File: config.mk
export PLATFORM = sky130hd
export DESIGN_NAME = pwmc_top
export DESIGN_NICKNAME = d
export VERILOG_FILES = /design/src/rtl/pwmc_pkg.sv /design/src/rtl/pwmc_div.sv /design/src/rtl/pwmc_isr.sv /design/src/rtl/pwmc_chan.sv /design/src/rtl/pwmc_top.sv
export SDC_FILE = /design/constraint.sdc
export NUM_CORES = 1
export LEC_CHECK = 0
export ABC_AREA = 1
export BUFFER_PORTS_ARGS = -buffer_cell sky130_fd_sc_hd__clkbuf_2
export CORE_MARGIN = 1
export CORE_UTILIZATION = 45
export DETAILED_ROUTE_END_ITERATION = 7
export MAX_ROUTING_LAYER = met4
export SYNTH_ARGS = -nofsm -noshare
export SYNTH_HDL_FRONTEND = slang
export SYNTH_HIERARCHICAL = 1
export SYNTH_SLANG_ARGS = --single-unit
File: constraint.sdc
create_clock -name clk -period 21.3 [get_ports clk]
set_input_delay 2.13 -clock clk [delete_from_list [all_inputs] [get_ports clk]]
set_output_delay 2.13 -clock clk [all_outputs]
set_load 0.02 [all_outputs]
File: src/rtl/pwmc_pkg.sv
package pwmc_pkg;

  // Global register byte addresses
  localparam int OFS_START = 'h004;
  localparam int OFS_STOP  = 'h008;
  localparam int OFS_STAT  = 'h00C;
  localparam int OFS_FLAG  = 'h01C;

  // Channel banks
  localparam int BANK_BASE   = 'h200;
  localparam int BANK_LSB    = 5;
  localparam int BANK_STRIDE = 1 << BANK_LSB;

  // Mode word field positions
  localparam int POL_BIT = 9;

  typedef enum logic [BANK_LSB-1:0] {
    SUB_MODE = 5'h00,
    SUB_DTY  = 5'h04,
    SUB_DSTG = 5'h08,
    SUB_PRD  = 5'h0C,
    SUB_PSTG = 5'h10
  } sub_e;

endpackage

File: src/rtl/pwmc_div.sv
// Power-of-two tick generator; restarts from zero when a channel starts.
module pwmc_div #(
  parameter int SEL_W   = 4,
  parameter int MAX_EXP = 10
) (
  input  logic             clk,
  input  logic             rst_n,
  input  logic             restart,
  input  logic             active,
  input  logic [SEL_W-1:0] sel,
  output logic             tick
);
  localparam int CW = (MAX_EXP > 0) ? MAX_EXP : 1;

  logic [CW-1:0]    div_q, div_d;
  logic [CW-1:0]    lim;
  logic [SEL_W-1:0] exp_c;

  always_comb begin
    exp_c = (sel > SEL_W'(MAX_EXP)) ? SEL_W'(MAX_EXP) : sel;
    lim   = ~({CW{1'b1}} << exp_c);
    tick  = active && (div_q == lim);
    div_d = div_q;
    if (restart)     div_d = '0;
    else if (active) div_d = tick ? '0 : div_q + 1'b1;
  end

  always_ff @(posedge clk or negedge rst_n) begin
    if (!rst_n) div_q <= '0;
    else        div_q <= div_d;
  end
endmodule

File: src/rtl/pwmc_isr.sv
// Sticky per-channel period-end flags, cleared by a read; a new event wins.
module pwmc_isr #(
  parameter int N = 4
) (
  input  logic         clk,
  input  logic         rst_n,
  input  logic [N-1:0] set,
  input  logic         clr,
  output logic [N-1:0] flags
);
  logic [N-1:0] flg_q, flg_d;

  always_comb flg_d = (clr ? '0 : flg_q) | set;

  always_ff @(posedge clk or negedge rst_n) begin
    if (!rst_n) flg_q <= '0;
    else        flg_q <= flg_d;
  end

  assign flags = flg_q;
endmodule

File: src/rtl/pwmc_chan.sv
// One channel: mode, active and staged values, run control, counter, output.
module pwmc_chan #(
  parameter int DW      = 16,
  parameter int PRE_W   = 4,
  parameter int PRE_MAX = 10
) (
  input  logic             clk,
  input  logic             rst_n,
  input  logic             wr_mode,
  input  logic             wr_dty,
  input  logic             wr_dstg,
  input  logic             wr_prd,
  input  logic             wr_pstg,
  input  logic [DW-1:0]    wval,
  input  logic [PRE_W-1:0] pre_in,
  input  logic             pol_in,
  input  logic             en_req,
  input  logic             dis_req,
  output logic             run,
  output logic             prd_end,
  output logic             out,
  output logic [DW-1:0]    cnt,
  output logic [DW-1:0]    dty,
  output logic [DW-1:0]    prd,
  output logic [DW-1:0]    dstg,
  output logic [DW-1:0]    pstg,
  output logic [PRE_W-1:0] pre,
  output logic             pol
);
  logic             run_q, run_d, stop_q, stop_d;
  logic [DW-1:0]    cnt_q, cnt_d, dty_q, dty_d, prd_q, prd_d;
  logic [DW-1:0]    dstg_q, dstg_d, pstg_q, pstg_d;
  logic             dpend_q, dpend_d, ppend_q, ppend_d;
  logic [PRE_W-1:0] pre_q, pre_d;
  logic             pol_q, pol_d;
  logic             tick, last, end_c;

  pwmc_div #(.SEL_W(PRE_W), .MAX_EXP(PRE_MAX)) u_div (
    .clk     (clk),
    .rst_n   (rst_n),
    .restart (en_req && !run_q),
    .active  (run_q),
    .sel     (pre_q),
    .tick    (tick)
  );

  always_comb begin
    last  = ({1'b0, cnt_q} + (DW+1)'(1)) >= {1'b0, prd_q};
    end_c = run_q && tick && last;

    run_d = run_q;   stop_d = stop_q;  cnt_d = cnt_q;
    dty_d = dty_q;   prd_d  = prd_q;
    dstg_d = dstg_q; pstg_d = pstg_q;
    dpend_d = dpend_q; ppend_d = ppend_q;
    pre_d = pre_q;   pol_d  = pol_q;

    if (wr_mode) begin
      pre_d = pre_in;
      pol_d = pol_in;
    end
    if (run_q && tick) cnt_d = last ? '0 : cnt_q + 1'b1;
    if (end_c) begin
      if (dpend_q) begin dty_d = dstg_q; dpend_d = 1'b0; end
      if (ppend_q) begin prd_d = pstg_q; ppend_d = 1'b0; end
      if (stop_q)  begin run_d = 1'b0;   stop_d  = 1'b0; end
    end
    if (wr_dstg) begin dstg_d = wval; dpend_d = 1'b1; end
    if (wr_pstg) begin pstg_d = wval; ppend_d = 1'b1; end
    if (wr_dty && !run_q) dty_d = wval;
    if (wr_prd && !run_q) prd_d = wval;
    if (dis_req && run_q) stop_d = 1'b1;
    if (en_req) begin
      run_d  = 1'b1;
      stop_d = 1'b0;
      if (!run_q) cnt_d = '0;
    end
  end

  always_ff @(posedge clk or negedge rst_n) begin
    if (!rst_n) begin
      run_q <= 1'b0;  stop_q <= 1'b0;  cnt_q <= '0;
      dty_q <= '0;    prd_q  <= '0;
      dstg_q <= '0;   pstg_q <= '0;
      dpend_q <= 1'b0; ppend_q <= 1'b0;
      pre_q <= '0;    pol_q  <= 1'b0;
    end else begin
      run_q <= run_d;  stop_q <= stop_d;  cnt_q <= cnt_d;
      dty_q <= dty_d;  prd_q  <= prd_d;
      dstg_q <= dstg_d; pstg_q <= pstg_d;
      dpend_q <= dpend_d; ppend_q <= ppend_d;
      pre_q <= pre_d;  pol_q  <= pol_d;
    end
  end

  assign out     = run_q ? ((cnt_q >= dty_q) ^ pol_q) : pol_q;
  assign run     = run_q;
  assign prd_end = end_c;
  assign cnt     = cnt_q;
  assign dty     = dty_q;
  assign prd     = prd_q;
  assign dstg    = dstg_q;
  assign pstg    = pstg_q;
  assign pre     = pre_q;
  assign pol     = pol_q;
endmodule

File: src/rtl/pwmc_top.sv
module pwmc_top
  import pwmc_pkg::*;
#(
  parameter int NCH     = 4,
  parameter int DW      = 16,
  parameter int AW      = 12,
  parameter int PRE_W   = 4,
  parameter int PRE_MAX = 10
) (
  input  logic           clk,
  input  logic           rst_n,
  input  logic [AW-1:0]  bus_addr,
  input  logic           bus_we,
  input  logic           bus_re,
  input  logic [31:0]    bus_wdata,
  output logic [31:0]    bus_rdata,
  output logic [NCH-1:0] pwm_out
);
  logic [1:0] rst_sync_q;
  logic       rst_ni;

  always_ff @(posedge clk or negedge rst_n) begin
    if (!rst_n) rst_sync_q <= '0;
    else        rst_sync_q <= {rst_sync_q[0], 1'b1};
  end
  assign rst_ni = rst_sync_q[1];

  logic [NCH-1:0]         run_v, end_v, pol_v, isr_v, en_v, dis_v;
  logic [NCH-1:0][DW-1:0] cnt_v, dty_v, prd_v;
  logic [NCH-1:0][31:0]   rd_ch;
  logic                   isr_clr;
  logic                   unused_wbits;

  assign unused_wbits = ^(bus_wdata >> DW);
  assign en_v    = (bus_we && bus_addr == AW'(OFS_START)) ? bus_wdata[NCH-1:0] : '0;
  assign dis_v   = (bus_we && bus_addr == AW'(OFS_STOP))  ? bus_wdata[NCH-1:0] : '0;
  assign isr_clr = bus_re && (bus_addr == AW'(OFS_FLAG));

  for (genvar i = 0; i < NCH; i++) begin : g_ch
    localparam logic [AW-1:0] BASE_I = AW'(BANK_BASE + i * BANK_STRIDE);
    logic                bank_hit;
    logic [BANK_LSB-1:0] sub;
    logic [DW-1:0]       dstg, pstg;
    logic [PRE_W-1:0]    pre;

    assign bank_hit = bus_addr[AW-1:BANK_LSB] == BASE_I[AW-1:BANK_LSB];
    assign sub      = bus_addr[BANK_LSB-1:0];

    pwmc_chan #(.DW(DW), .PRE_W(PRE_W), .PRE_MAX(PRE_MAX)) u_chan (
      .clk     (clk),
      .rst_n   (rst_ni),
      .wr_mode (bus_we && bank_hit && sub == SUB_MODE),
      .wr_dty  (bus_we && bank_hit && sub == SUB_DTY),
      .wr_dstg (bus_we && bank_hit && sub == SUB_DSTG),
      .wr_prd  (bus_we && bank_hit && sub == SUB_PRD),
      .wr_pstg (bus_we && bank_hit && sub == SUB_PSTG),
      .wval    (bus_wdata[DW-1:0]),
      .pre_in  (bus_wdata[PRE_W-1:0]),
      .pol_in  (bus_wdata[POL_BIT]),
      .en_req  (en_v[i]),
      .dis_req (dis_v[i]),
      .run     (run_v[i]),
      .prd_end (end_v[i]),
      .out     (pwm_out[i]),
      .cnt     (cnt_v[i]),
      .dty     (dty_v[i]),
      .prd     (prd_v[i]),
      .dstg    (dstg),
      .pstg    (pstg),
      .pre     (pre),
      .pol     (pol_v[i])
    );

    always_comb begin
      rd_ch[i] = '0;
      if (bank_hit) begin
        case (sub)
          SUB_MODE: begin
            rd_ch[i][PRE_W-1:0] = pre;
            rd_ch[i][POL_BIT]   = pol_v[i];
          end
          SUB_DTY:  rd_ch[i][DW-1:0] = dty_v[i];
          SUB_DSTG: rd_ch[i][DW-1:0] = dstg;
          SUB_PRD:  rd_ch[i][DW-1:0] = prd_v[i];
          SUB_PSTG: rd_ch[i][DW-1:0] = pstg;
          default:  rd_ch[i] = '0;
        endcase
      end
    end
  end

  pwmc_isr #(.N(NCH)) u_isr (
    .clk   (clk),
    .rst_n (rst_ni),
    .set   (end_v),
    .clr   (isr_clr),
    .flags (isr_v)
  );

  always_comb begin
    bus_rdata = '0;
    if (bus_addr == AW'(OFS_STAT)) bus_rdata[NCH-1:0] = run_v;
    if (bus_addr == AW'(OFS_FLAG)) bus_rdata[NCH-1:0] = isr_v;
    for (int i = 0; i < NCH; i++) bus_rdata = bus_rdata | rd_ch[i];
  end
endmodule

# Word level (Yosys, flattened, before mapping)
# Cells that the tools add are included.
# word_totals
reg_bits	402
input_bits	48
output_inout_bits	36
elab_cells	336
# op_classes
addsub	12
magnitude_cmp	12
n_eq_ne	16
shift	4
muxes	117
bitwise	13
reduce_logical	112
# ops
op	count
2-to-1 mux 16 bit	44
2-to-1 mux 10 bit	12
OR 32 bit	3
one-hot mux 6 bit (4 select lines)	4
one-hot mux 4 bit (5 select lines)	4
one-hot mux 5 bit (4 select lines)	4
nonzero test 2 bit	36
adder 16 x 1 -> 17 bit, second input constant	4
>= comparator 17 x 16 -> 1 bit	4
adder 16 x 1 -> 16 bit, second input constant	4
>= comparator 16 bit	4
logical AND 1 bit	55
adder 10 x 1 -> 10 bit, second input constant	4
== test 10 bit	4
NOT 10 bit	4
left shift 10 x 4 -> 10 bit, first input constant	4
2-to-1 mux 1 bit	36
2-to-1 mux 4 bit	9
OR 4 x 32 -> 32 bit	1
== test 7 x 5 -> 1 bit, second input constant	4
== test 12 x 4 -> 1 bit, second input constant	2
AND reduction 2 bit	12
one-hot mux 1 bit (5 select lines)	4
greater-than comparator 4 bit, second input constant	4
10 further kinds	20

# Logic depth before layout (Yosys ltp)
# Gate-level depths: netlist of run 1.
# depth
depth_word	11
depth_mapped	22
ltp_nobuf	21

# Modules after synthesis
# The synthesis of run 1 kept the hierarchy.
# by_module_without_submodules
mod	instances	cells_per_inst	area_per_inst_um2	seq_area_each_um2
pwmc_chan	4	659	5113.7	2227.1
pwmc_div	4	160	950.9	250.2
pwmc_top	1	697	3143.0	50.0
pwmc_isr	1	17	148.9	100.1

# Worst setup path before layout of run 1
# Ideal clock, no wire load.
# synth_timing
path_type	input port to output port
startpoint	in bus_addr[10]
endpoint	out bus_rdata[0]
arrival_ns	3.318
required_ns	19.170
path_slack_ns	15.852
path_stages	7
n_path_buf	0
cell_sequence	nor2_1 nand3_1 nor3_1 nand3_1 o21ai_1 inv_1 nand2_1
# synth_between
elab_chain_cells	7
elab_cells_between_ends	16
classes_between	6 x eq/ne; 6 x mux; 4 x bitwise
# synth_rtl
element	line_no	text
start: declaration	pwmc_top.sv:12	input logic [AW-1:0] bus_addr,
== test 12 x 4 -> 1 bit	pwmc_top.sv:102	if (bus_addr == AW'(OFS_STAT)) bus_rdata[NCH-1:0] = run_v;
2-to-1 mux 4 bit	pwmc_top.sv:102	
2-to-1 mux 4 bit	pwmc_top.sv:103	if (bus_addr == AW'(OFS_FLAG)) bus_rdata[NCH-1:0] = isr_v;
OR 4 x 32 -> 32 bit	pwmc_top.sv:104	for (int i = 0; i < NCH; i++) bus_rdata = bus_rdata | rd_ch[i];
OR 32 bit (2 in a row)	pwmc_top.sv:104	
OR 32 bit *	pwmc_top.sv:104	
end: declaration	pwmc_top.sv:16	output logic [31:0] bus_rdata,
# Every way passes the cells marked *; elsewhere a longest branch is shown, timed or not.

# Worst setup path after layout of run 1
# layout_timing
startpoint	in bus_addr[4]
endpoint	out bus_rdata[14]
# layout_between
elab_chain_cells	7
elab_cells_between_ends	16
classes_between	4 x eq/ne; 8 x mux; 4 x bitwise
# layout_rtl
element	line_no	text
== test 5 bit (tied with other cells)	pwmc_top.sv:77	case (sub)
one-hot mux 6 bit (4 select lines)	pwmc_top.sv:77	
2-to-1 mux 16 bit	pwmc_top.sv:76	if (bank_hit) begin
OR 4 x 32 -> 32 bit	pwmc_top.sv:104	
OR 32 bit (2 in a row)	pwmc_top.sv:104	
OR 32 bit *	pwmc_top.sv:104	
# Marks and branches as above.

==> impl_metrics.py, run 1 <==
metrics = {
    "sta": {
        "rsz0062_at_grt": "false",
        "fmax_mhz": 128,
        "finClkSkew_ps": 13.3,
        "hold_ws_ps": 294,
        "drv_slew": 0,
        "setup_viol": 0,
        "tns_ps": 0,
        "finalHoldViolations": 0,
        "finalCriticalPeriod_ps": 7790,
        "worst_slew_pin_slew_ps": 1130,
        "slew-limit-headroom_pct": 24.7,
        "min_period_over_period_pct": 36.6,
    },
    "clock_tree": {
        "postCtsSetupBuffers": 0,
        "cts_root_buffer": "clkbuf_16",
        "cts_buffers": 49,
        "clk_path_buf_depth": 3,
        "post_cts_resize_count": 0,
        "cts_sinks": 402,
        "postCtsHoldBufs": 0,
        "clk-insertion-delay-late_ps": 590,
        "h-tree-depth": 2,
        "clk_pin_slew_worst_paths_ps": 60,
        "cts_tree": "built",
    },
    "global_routing": {
        "grt_max_degree": 156,
        "grt_pass1_wl_um": 135000,
        "first_global_vias": 23194,
        "antenna_found_initial": 0,
        "grt_usage_pct": 28.6,
        "overflow": 0,
    },
    "cells_and_area": {
        "drive_gt1_share_pct": 7.87,
        "antenna_cells": 0,
        "syn2layout_area_growth_pct": 8.01,
        "final_cells": 4772,
        "design_area_um2": 29800,
        "final_util_pct": 49.2,
        "nets": 4142,
    },
    "min_path": {
        "hold_path.class": "flop to async pin",
    },
    "power_and_ir_drop": {
        "p_per_area_nw_per_um2": 56.4,
        "p_int_mw": 1.28,
        "max-vdd-ir-drop_v": 0.0000616,
        "switching_share_pct": 23.8,
        "comb_power_share_pct": 4.0,
        "p_switching_mw": 0.399,
        "power.share.sequential_pct": 46.0,
        "p_clk_share_pct": 50.0,
        "power_leakage_nw": 14.9,
    },
    "drt": {
        "drcViolationCount": 0,
        "totalWireLength_um": 86400,
        "drtAntennaViolNets": 0,
        "vias": 25567,
        "dr.pass1.iters": 6,
        "drt-vias-per-instance": 5.36,
        "drt_iter0_markers": 2052,
        "wl_per_cell_um": 18.1,
    },
    "critical_path": {
        "critPathMaxStageDelay_ps": 910,
        "endpoint_kind": "primary output",
        "cpMostUsedCell": "nand2_1",
        "critical_path_class": "primary input to primary output",
        "crit_buf_inv": 5,
        "cp_max_fo": 64,
        "cp_data_arrival_time_ps": 5660,
        "worstPathCellList": "clkbuf_2 > inv_2 > buf_4 > nand3_2 > inv_2 > nand2_1 > nand2_1 > nor2_1 > a21oi_1 > nor2_1 > nand2_1 > clkbuf_2",
        "path_delay_family": "buffers and inverters",
        "crit_path_start_kind": "primary input",
        "crit_required_ps": 19170,
        "crit_path_top_delay_cell": "inv_2",
    },
    "synthesis": {
        "yosys_warnings": 6,
        "yosysSeqAreaShare_pct": 36.5,
        "syn_avg_cell_area_um2": 6.90,
        "synth.ff_latch_count": 402,
        "synth_cell_types": 37,
        "syn-cell-area_um2": 27600,
        "synthCells": 3990,
    },
    "floorplan": {
        "start_util_pct": 45.6,
        "fp.dieW_um": 249,
        "core_um2": 60500,
        "fp.dieArea_um2": 62200,
        "ioPinCount": 84,
        "die_y_um": 249,
        "row_count": 90,
    },
    "place": {
        "gp_congestion": 0.953,
        "dp_cells": 4689,
        "place_area_um2": 28200,
        "portBuffers": 51,
        "dp_hpwl_um": 58800,
    },
    "outcome": {
        "status": "finished clean",
    },
    "flow_run": {
        "drv_cap": 0,
    },
}
==> metal layers <==
layer | up-vias | track usage, % | share of wire [%]
met5 | - | - | 0
met4 | 0 | 10.7 | 3.6
met3 | 143 | 4.29 | 6.6
met2 | 765 | 41.8 | 43
met1 | 11958 | 40.0 | 47
li1 | 12701 | - | -
==> synthesized netlist by cell type <==
cell	count	area (µm²)
o21ai_0	286	1430
buf_2	43	215
ha_1	136	1700
nand2_4	12	135
nor2_2	22	138
buf_4	29	218
buf_1	12	45.0
o21bai_1	7	52.6
nor3b_1	4	30.0
o211ai_1	7	52.6
nand3b_1	4	30.0
buf_6	10	113
nand2_2	28	175
conb_1	2	7.51
mux2_2	16	180
xnor2_1	4	35.0
nor2_4	8	90.1
dfrtp_1	402	10100
clkinv_1	10	37.5
nor3_1	37	185
clkbuf_1	76	285
nor2_1	243	912
nand4_1	155	970
o21ai_1	16	80.1
inv_1	425	1600
o22ai_1	8	50.1
inv_2	36	135
nor3_2	4	40.0
nand2_1	1426	5350
nand4_4	4	85.1
nand3_1	262	1310
nand3_2	22	220
o21a_1	4	30.0
nor2_8	4	80.1
nand3_4	8	140
a21oi_1	154	771
xor2_1	64	561
==> cell type report <==
| cell class | instances | area (µm²) |
|---|---|---|
| Clock inverter | 11 | 114 |
| Tap cell | 782 | 978 |
| Inverter | 471 | 1770 |
| Multi-Input combinational cell | 2962 | 14900 |
| Timing Repair Buffer | 72 | 438 |
| Fill cell | 6163 | 30700 |
| Sequential cell | 402 | 10100 |
| Clock buffer | 72 | 1480 |
==> layout by cell type (no fill, tap or decap), types with 7 or more instances in the layout <==
cell type  count
nand4_1      155
nand3_2       22
o22ai_1        8
o21bai_1       7
nand3_1      262
nor2_2        20
nand2_2       28
clkinv_1      10
o21ai_1       16
mux2_2        16
xor2_1        64
ha_1         136
nand3_4        8
nor2_4        10
o21ai_0      286
clkbuf_16     49
nor2_1       243
nor3_1        37
clkbuf_8      17
clkbuf_2      51
inv_2         36
nand2_1     1426
inv_1        425
o211ai_1       7
nand2_4       12
buf_4         19
dfrtp_1      401
a21oi_1      154
conb_1        17
==> worst register-to-register path, cell delays in order, from the launching register on <==
cell     delay [ps]
dfrtp_1         460
nand2_1          80
nor2_1          330
nand3_1         210
nor3_1          270
xor2_1          150
ha_1            290
nand2_1          80
nor3_1          250
nand3_1         110
nor2_1          280
nor2_8          120
nand2_4         130
nand3_4         260
nand2_4         330
nand2_1         100
nand2_1          70
==> registers in the layout, summed over array words and instances (netlist names) <==
| name | cells |
|---|---|
| g_ch.u_chan/cnt | 64 |
| g_ch.u_chan/dpend_q | 4 |
| g_ch.u_chan/dstg | 64 |
| g_ch.u_chan/dty | 64 |
| g_ch.u_chan/pol | 4 |
| g_ch.u_chan/ppend_q | 4 |
| g_ch.u_chan/prd | 64 |
| g_ch.u_chan/pre | 16 |
| g_ch.u_chan/pstg | 64 |
| g_ch.u_chan/run | 4 |
| g_ch.u_chan/stop_q | 4 |
| g_ch.u_chan/u_div/div_q | 40 |
| rst_sync_q | 2 |
| u_isr/flags | 4 |
==> stage by stage <==
step	power [mW]	setup WS, ps
after floorplan	0.826	9270
after global placement	0.852	13700
after detailed placement	0.852	13670
after CTS	1.70	13660
after global routing	1.73	13440
final	1.68	13510
==> cell families (layout without fill, tap and decap cells) <==
kind of cell             after synthesis  in the layout  synth area share, %
AO/OA/AOI/OAI                        482            482                 8.96
XOR/XNOR                              68             68                 2.16
other                                  2             17               0.0273
adder cells (fa/ha/maj)              136            136                 6.18
multiplexers                          16             16                0.654
buffers and inverters                641            626                 9.60
AND/OR/NAND/NOR                     2243           2243                 35.9
flip-flops                           402            402                 36.5
==> power by group through the flow <==
stage / combinational, mW / sequential (mW) / clock [mW]
2_1_floorplan: 0.0318 / 0.794 / 0
3_3_place_gp: 0.0660 / 0.786 / 0
3_5_place_dp: 0.0662 / 0.786 / 0
4_1_cts: 0.0663 / 0.772 / 0.858
5_1_grt: 0.0729 / 0.773 / 0.887
6_report: 0.0664 / 0.772 / 0.840
==> final timing paths <==
path	slack, ps	from	cells after the start	end
max	13510	bus_addr[4]	12	bus_rdata[14]
max reg2reg	17720	g_ch[3].u_chan/cnt[2]$_DFF_PN0_	16	g_ch[3].u_chan/dty[13]$_DFFE_PN0P_
min in group clk	350	rst_sync_q[0]$_DFF_PN0_	0	rst_sync_q[1]$_DFF_PN0_
min	290	rst_sync_q[1]$_DFF_PN0_	0	g_ch[2].u_chan/cnt[8]$_DFF_PN0_
max in group asynchronous	18950	rst_sync_q[1]$_DFF_PN0_	2	g_ch[1].u_chan/u_div/div_q[9]$_DFFE_PN0P_
min reg2reg	290	rst_sync_q[1]$_DFF_PN0_	0	g_ch[2].u_chan/cnt[8]$_DFF_PN0_
Note: power is estimated with default switching activity, not from simulation.
==> inputs of run 2 (changes only) <==
- clock period: 21.3 -> 7.5 ns (I/O delays scaled with it)
==> run 2 against run 1 <==
Clock power grew to 3.0 times the previous value. First-iteration DRC count is 14% higher. Die area stayed put. Sequential cell count stayed put. Global-route usage is 0.43 points higher. Largest cell class unchanged.
==> impl_metrics.py, run 2 (synthesis results as in run 1) <==
metrics = {
    "sta": {
        "fmax_mhz": 218,
        "worst_slack_ps": 2910,
        "setup_viol": 0,
        "slew-limit-headroom_pct": 23.1,
        "finClkSkew_ps": 18.6,
        "tns_ps": 0,
        "min_period_over_period_pct": 61.2,
        "finalHoldViolations": 0,
        "rsz0062_at_grt": "false",
        "worst_slew_pin_slew_ps": 1150,
        "drv_slew": 0,
        "finalCriticalPeriod_ps": 4590,
        "hold_ws_ps": 346,
    },
    "cells_and_area": {
        "drive_gt1_share_pct": 8.02,
        "nets": 4148,
        "final_util_pct": 49.5,
        "final_cells": 4785,
        "design_area_um2": 29900,
        "syn2layout_area_growth_pct": 8.58,
        "final_common_cell": "nand2_1",
        "final_cell_mix": "nand2_1, inv_1, dfrtp_1",
    },
    "critical_path": {
        "cp_data_arrival_time_ps": 3840,
        "cpMostUsedCell": "nand2_1",
        "crit_path_start_kind": "primary input",
        "critPathMaxStageDelay_ps": 520,
        "endpoint_kind": "primary output",
        "crit_buf_inv": 5,
        "crit_path_top_delay_cell": "buf_4",
        "cp_max_fo": 47,
        "path_delay_family": "buffers and inverters",
        "worstPathCellList": "clkbuf_2 > inv_2 > buf_4 > nor2_4 > buf_12 > nand2_1 > nand2_1 > nor2_1 > nor2_1 > a21oi_1 > nand2_1 > clkbuf_2",
        "critical_path_class": "primary input to primary output",
        "crit_required_ps": 6750,
    },
    "min_path": {
        "hold_path.class": "flop to flop",
    },
    "power_and_ir_drop": {
        "p_per_area_nw_per_um2": 164,
        "max-vdd-ir-drop_v": 0.000159,
        "power_leakage_nw": 15.0,
        "power_mw": 4.91,
    },
    "global_routing": {
        "first_global_vias": 23454,
        "grt_max_degree": 159,
        "grt_pass1_wl_um": 138000,
        "antenna_found_initial": 1,
        "overflow": 0,
        "grt_usage_pct": 29.0,
    },
    "drt": {
        "wl_per_cell_um": 18.3,
        "dr.pass1.iters": 6,
        "drcViolationCount": 0,
        "drt-vias-per-instance": 5.37,
        "vias": 25674,
        "totalWireLength_um": 87500,
        "drt_iter0_markers": 2347,
        "drtAntennaViolNets": 0,
    },
    "floorplan": {
        "die_y_um": 249,
        "row_count": 90,
        "ioPinCount": 84,
        "start_util_pct": 45.6,
        "fp.dieArea_um2": 62200,
        "fp.dieW_um": 249,
        "core_um2": 60500,
    },
    "place": {
        "dp_hpwl_um": 60200,
        "dp_cells": 4693,
        "gp_congestion": 0.972,
        "place_area_um2": 28200,
        "place_ws_ps": 3070,
        "portBuffers": 51,
    },
    "clock_tree": {
        "h-tree-depth": 2,
        "cts_buffers": 50,
        "postCtsSetupBuffers": 0,
        "clk_pin_slew_worst_paths_ps": 50,
        "clk_path_buf_depth": 3,
        "cts_sinks": 402,
        "cts_tree": "built",
        "cts_root_buffer": "clkbuf_16",
        "clk-insertion-delay-late_ps": 600,
    },
    "outcome": {
        "status": "finished clean",
    },
    "flow_run": {
        "drv_cap": 0,
    },
}
==> run 2: final timing paths <==
path	endpoint	startpoint	cells after the start	slack, ps
worst max-delay path	bus_rdata[11]	bus_addr[4]	12	2910
worst min-delay path	rst_sync_q[1]$_DFF_PN0_	rst_sync_q[0]$_DFF_PN0_	0	350
worst max register to register	g_ch[1].u_chan/dty[13]$_DFFE_PN0P_	g_ch[1].u_chan/cnt[3]$_DFF_PN0_	20	3990
worst min register to register	rst_sync_q[1]$_DFF_PN0_	rst_sync_q[0]$_DFF_PN0_	0	350
max in group asynchronous	g_ch[1].u_chan/dty[14]$_DFFE_PN0P_	rst_sync_q[1]$_DFF_PN0_	1	5680
min in group asynchronous	g_ch[2].u_chan/cnt[4]$_DFF_PN0_	rst_sync_q[1]$_DFF_PN0_	0	440
==> run 2: worst reg2reg max path, stage by stage, from the launching register on <==
cell and delay [ps]:
dfrtp_1 470, inv_1 110, nor3_1 290, nand2_1 130, nor2_1 260, nand3_1 120
nand2_1 80, nand2_1 100, ha_1 370, nand2_1 90, nor2_1 40, nand2_1 60
nor2_1 30, nor2_1 100, nand2_2 100, nor2_8 260, nand2_4 120, nand3_4 240
nand2_4 250, nand2_1 140, nand2_1 50
==> run 2: final cells by class <==
class	instances	area [µm²]
Inverter	471	1770
Antenna cell	1	2.50
Multi-Input combinational cell	2962	14900
Clock buffer	73	1480
Fill cell	6141	30600
Tap cell	782	978
Timing Repair Buffer	77	490
Clock inverter	17	220
Sequential cell	402	10100
==> run 2: what timing repair did <==
action,in CTS,in global routing
hold endpoints to repair,2,0
hold buffers,1,0
resized for setup,0,0
==> run 2: report_power, final <==
part,internal (mW),leakage [nW],total [mW],switching (mW)
registers,2.18,5.21,2.20,0.0179
clock network,1.53,0.841,2.52,0.991
logic,0.0325,8.96,0.189,0.156
==> run 2: per-layer routing <==
metal	up-vias	wire length (µm)	track usage, %
met5	-	0	-
met3	132	5980	4.06
li1	12712	-	-
met4	0	3000	10.0
met1	12058	40600	40.9
met2	772	37900	42.6
